===== config.mk =====
export PLATFORM = sky130hd
export DESIGN_NAME = dmac_unit
export DESIGN_NICKNAME = d
export VERILOG_FILES = /design/src/rtl/dmac_pkg.sv /design/src/rtl/dmac_mul_stage.sv /design/src/rtl/dmac_acc_stage.sv /design/src/rtl/dmac_unit.sv
export SDC_FILE = /design/constraint.sdc
export NUM_CORES = 2
export LEC_CHECK = 0
export CAP_MARGIN = 25
export CORE_UTILIZATION = 40
export DETAILED_ROUTE_END_ITERATION = 8
export MAX_ROUTING_LAYER = met4
export PLACE_DENSITY_LB_ADDON = 0.1
export SYNTH_ARGS = -nofsm -noshare
export SYNTH_HDL_FRONTEND = slang
export SYNTH_SLANG_ARGS = --single-unit

===== constraint.sdc =====
create_clock -name clk -period 8.8 [get_ports clk]
set_input_delay 1.76 -clock clk [delete_from_list [all_inputs] [get_ports clk]]
set_output_delay 1.76 -clock clk [all_outputs]
set_load 0.02 [all_outputs]

===== src/rtl/dmac_pkg.sv =====
package dmac_pkg;
    parameter int HW = 16;              // halfword width
    localparam int WW = 2 * HW;         // word width
    localparam int LW = 4 * HW;         // long accumulator width
    localparam int PW = 2 * HW;         // halfword product width
    localparam int CW = 2 * HW + 1;     // combined dual term width

    typedef enum logic {
        MODE_DUAL = 1'b0,
        MODE_MSW  = 1'b1
    } mode_e;

    typedef struct packed {
        mode_e mode;
        logic  sub;
        logic  lng;
    } ctl_t;

    typedef struct packed {
        logic                valid;
        ctl_t                ctl;
        logic [1:0][PW-1:0]  hp;     // halfword products, index 0 = low half
        logic [WW-1:0]       wp_hi;  // upper word of the full product
        logic [LW-1:0]       acc;    // accumulator, zero when disabled
    } s1_t;

    function automatic logic [LW-1:0] sext_word(input logic [WW-1:0] w);
        return {{(LW-WW){w[WW-1]}}, w};
    endfunction
endpackage


===== src/rtl/dmac_mul_stage.sv =====
module dmac_mul_stage
    import dmac_pkg::*;
(
    input  logic                 clk,
    input  logic                 rst,
    input  logic                 in_valid,
    input  logic                 in_msw,
    input  logic                 in_sub,
    input  logic                 in_swap,
    input  logic                 in_long,
    input  logic                 in_acc_en,
    input  logic [WW-1:0]        op_a,
    input  logic [WW-1:0]        op_b,
    input  logic [LW-1:0]        acc_in,
    output s1_t                  s1
);
    logic [1:0][PW-1:0]  hprod;
    logic signed [LW-1:0] wprod;
    logic [WW-1:0]        wp_hi;

    for (genvar i = 0; i < 2; i++) begin : g_half
        logic [HW-1:0] b_sel;
        assign b_sel    = in_swap ? op_b[(1-i)*HW +: HW] : op_b[i*HW +: HW];
        assign hprod[i] = $signed(op_a[i*HW +: HW]) * $signed(b_sel);
    end

    assign wprod = $signed(op_a) * $signed(op_b);
    assign wp_hi = WW'(wprod >>> WW);   // truncating high word

    always_ff @(posedge clk) begin
        if (rst) begin
            s1 <= '0;
        end else begin
            s1.valid <= in_valid;
            if (in_valid) begin
                s1.ctl.mode <= in_msw ? MODE_MSW : MODE_DUAL;
                s1.ctl.sub  <= in_sub;
                s1.ctl.lng  <= in_long;
                s1.hp       <= hprod;
                s1.wp_hi    <= wp_hi;
                s1.acc      <= in_acc_en ? acc_in : '0;
            end
        end
    end

    // first stage tracks the input qualifier one cycle later
    a_r9_stage_valid: assert property (@(posedge clk) disable iff (rst)
        s1.valid == $past(in_valid));
endmodule


===== src/rtl/dmac_acc_stage.sv =====
module dmac_acc_stage
    import dmac_pkg::*;
(
    input  logic           clk,
    input  logic           rst,
    input  s1_t            s1,
    output logic           out_valid,
    output logic [LW-1:0]  result
);
    logic signed [CW-1:0] e_lo, e_hi, comb;
    logic [WW-1:0]        lo_sum;
    logic [LW-1:0]        nxt;

    assign e_lo = $signed(s1.hp[0]);
    assign e_hi = $signed(s1.hp[1]);
    assign comb = s1.ctl.sub ? (e_lo - e_hi) : (e_lo + e_hi);

    always_comb begin
        lo_sum = '0;
        nxt    = '0;
        if (s1.ctl.mode == MODE_MSW) begin
            lo_sum = s1.acc[WW-1:0] + s1.wp_hi;
            nxt    = sext_word(lo_sum);
        end else if (s1.ctl.lng) begin
            nxt = s1.acc + {{(LW-CW){comb[CW-1]}}, comb};
        end else begin
            lo_sum = s1.acc[WW-1:0] + comb[WW-1:0];
            nxt    = sext_word(lo_sum);
        end
    end

    always_ff @(posedge clk) begin
        if (rst) begin
            out_valid <= 1'b0;
            result    <= '0;
        end else begin
            out_valid <= s1.valid;
            if (s1.valid) result <= nxt;
        end
    end

    // output qualifier follows the first stage by one cycle
    a_r9_out_follows: assert property (@(posedge clk) disable iff (rst)
        out_valid == $past(s1.valid));
    // result only moves when a valid operation retires
    a_r9_result_hold: assert property (@(posedge clk) disable iff (rst)
        !out_valid |-> $stable(result));
endmodule


===== src/rtl/dmac_unit.sv =====
module dmac_unit
    import dmac_pkg::*;
(
    input  logic           clk,
    input  logic           rst,
    input  logic           in_valid,
    input  logic           in_msw,
    input  logic           in_sub,
    input  logic           in_swap,
    input  logic           in_long,
    input  logic           in_acc_en,
    input  logic [31:0]    op_a,
    input  logic [31:0]    op_b,
    input  logic [63:0]    acc_in,
    output logic           out_valid,
    output logic [63:0]    result
);
    s1_t s1;

    dmac_mul_stage u_mul (
        .clk(clk), .rst(rst), .in_valid(in_valid), .in_msw(in_msw),
        .in_sub(in_sub), .in_swap(in_swap), .in_long(in_long),
        .in_acc_en(in_acc_en), .op_a(op_a), .op_b(op_b), .acc_in(acc_in),
        .s1(s1)
    );

    dmac_acc_stage u_acc (
        .clk(clk), .rst(rst), .s1(s1),
        .out_valid(out_valid), .result(result)
    );

    // two-cycle latency end to end
    a_r9_latency: assert property (@(posedge clk) disable iff (rst)
        out_valid == $past(in_valid, 2));
    // 32-bit modes deliver a sign-extended word
    a_r5_upper_sign: assert property (@(posedge clk) disable iff (rst)
        (out_valid && ($past(in_msw, 2) || !$past(in_long, 2)))
        |-> result[63:32] == {32{result[31]}});
    // zero operand with accumulator disabled yields zero in every mode
    a_r4_zero_result: assert property (@(posedge clk) disable iff (rst)
        (out_valid && $past(op_a, 2) == '0 && !$past(in_acc_en, 2))
        |-> result == '0);
    // zero operand in the 64-bit dual mode passes the accumulator through
    a_r6_acc_pass: assert property (@(posedge clk) disable iff (rst)
        (out_valid && $past(op_a, 2) == '0 && $past(in_acc_en, 2)
         && !$past(in_msw, 2) && $past(in_long, 2))
        |-> result == $past(acc_in, 2));
endmodule


==> metrics.txt <==
Layout area overhead=17.2%; via count=54500; Hold Path Class=flip-flop to flip-flop; Worst Path Required=9.26 ns; GRT Util Overall=25.7%; worst-margin pin slew=0.943 ns; first-pass GRT wire length=345000 um; Initial DRT Pass Iterations=9; #FFs+latches synth=229; CTS buffer count=27; fill cell count=17000; # H-tree levels=1; most used cell, CP=fa_1; vias in the first global route=57700; crit path from=op_a[9]; Crit Path Max Fanout=13; worst-skew pair later-pin latency=0.59 ns; placed wire-length estimate=184000 um; clock sink total=229; grt ovf=0; port buffer count=200; Post-Syn Nets=10000; DRC violation count after routing=0; Worst R2R Setup Slack=0.56 ns; Rows=153; CTS root buffer=clkbuf_16; die area=177000 um2; CP Launch Type=input port; CTS tree=done; Final Max Slew Viols=0; worst flop-to-flop path startpoint=u_mul.s1[130]; Slew HR=37.1%; fin crit share=98.3%; XOR/XNOR Fraction of Synth Area=3.08%; commonest non-fill, non-tap cells in the layout=inv_1, fa_1, nand2_1, buf_4, and2_1; Min Clock Period, post-route=8.65 ns; Compound-Gate Fraction of Synth Area=8.29%; initial antenna violation count=10; routed length per instance=20.5 um; Final Core Density=47.3%; ys async rst share=0%; main combinational cell family by area after synthesis=adder cells; Synth Area in Adders=54.2%; Max Cap Violations=0; Core Area=174000 um2; Hold Path Origin=u_acc.result[36]; Primary FF master, synth=dfxtp_1; Die Span X=421 um; clock-pin transition on the worst setup and hold timing paths=0.06 ns; mean post-synth cell area=8.97 um2; simple logic cell fraction of the synthesized area=16.0%; Inst Count DP=10600; Netlist Area Pre-Place=70300 um2; largest net degree at the start of global routing=75; Finished Layout Cells=10800; Final Skew=0.0161 ns; CP Capture Type=flip-flop; Initial Util=40.3%; Nets=10600; Placer Congestion=0.911; final-report setup violation count=0; CP arrival=9.11 ns; # IOs=201; initial DRC count=3010; Worst Setup Path Type=input port to flip-flop; Max Clock Freq=116 MHz; mux contribution to synthesized area=1.38%; Detailed Route WL=220000 um; Hold Fails Final Rpt=0; status=finished clean; Clock Tree Buf Depth=3; EDFF count, synth=0; Syn. warnings=0; critical path's largest stage delay=0.61 ns; Synth cell types=82; Die H=421 um; sequential-to-total area share from yosys stat=6.52%; Routed Antenna Nets=0; cell at the slowest stage of the critical path=fa_1; fraction of layout cells with a size suffix above 1=12.6%; Syn Inst Count=7834; routed vias/inst=5.06
[what timing repair did]
action,4_1_cts,5_1_grt
setup endpoints to repair,28,26
gates resized for setup,200,161
hold buffers,0,0
setup buffers,58,12
cloned,18,3
pin swaps,56,137
[per-layer routing]
| metal | track usage (%) | vias to the layer above | wire [um] | share of wire (%) |
|---|---|---|---|---|
| li1 | - | 25000 | - | - |
| met1 | 36.2 | 28200 | 102000 | 46 |
| met2 | 41.6 | 1199 | 105000 | 48 |
| met3 | 1.98 | 164 | 10000 | 4.5 |
| met4 | 3.67 | 0 | 3710 | 1.7 |
| met5 | - | - | 0 | 0 |
[through the flow]
step	TNS [ns]	hold slack [ns]	instance area, um2	worst slack (ns)
floorplan	-0.340	0.429	70300	-0.305
global placement	-28.34	0.470	79500	-1.27
detailed placement	-30.07	0.468	79500	-1.25
CTS	-0.0130	0.482	81800	-0.0130
global route	-0.0406	0.499	82400	-0.0245
finish	0	0.480	82400	0.148
[critical path: cells and delay by family]
family          cells  cell delay (ns)
compound gates      9             1.55
buf+inv             8             0.90
xor+xnor            1             0.17
simple gates        2             0.22
fa+ha+maj           9             4.49
[synthesized netlist by cell type (36+ instances only)]
cell	count	area, um2
nor3_1	68	340
ha_1	471	5890
o21a_1	36	270
a22oi_1	68	510
inv_1	1575	5910
fa_1	1608	32200
dfxtp_1	229	4580
o21ai_0	114	571
a21oi_1	281	1410
xnor2_1	170	1490
mux2i_1	72	721
nand2b_1	40	250
a21o_1	133	998
clkbuf_1	377	1420
a211oi_1	50	375
o21ai_1	42	210
and2_1	622	3890
o21bai_1	37	278
nor2_1	358	1340
nand2_1	897	3370
xor2_1	77	674
nor2b_1	140	876
[cells by family (layout without fill, tap and decap cells)]
family	count (synthesis)	count (layout)
other cells	0	3
compound gates	909	909
xor+xnor	247	247
flops	229	229
simple gates	2305	2305
fa+ha+maj	2079	2079
buf+inv	1971	2570
mux	94	94
[path summary, 6_finish.rpt]
kind	endpoint	cells after the start
max	u_mul.s1[93]	29
min	u_acc.result[36]	2
max reg2reg	u_acc.result[52]	29
min reg2reg	u_acc.result[36]	2
[sequential cells by signal, summed over array words and instances, names as in the netlist]
name and flops:
u_acc.out_valid 1, u_acc.result 64, u_mul.s1 164
[final cells by class]
| cell class | count | area (um2) | share of cell area (%) |
|---|---|---|---|
| inverters | 1576 | 5930 | 7.19 |
| clock inverters | 15 | 184 | 0.223 |
| repair buffers | 945 | 9110 | 11.1 |
| multi-input cells | 5634 | 58900 | 71.5 |
| clock buffers | 34 | 742 | 0.901 |
| diodes | 3 | 7.51 | 0.00911 |
| flip-flops and latches | 229 | 4590 | 5.57 |
| well taps | 2325 | 2910 | 3.53 |
Power is not shown: default switching activity piles up to over one toggle a cycle in this logic, so the estimate is an artifact.
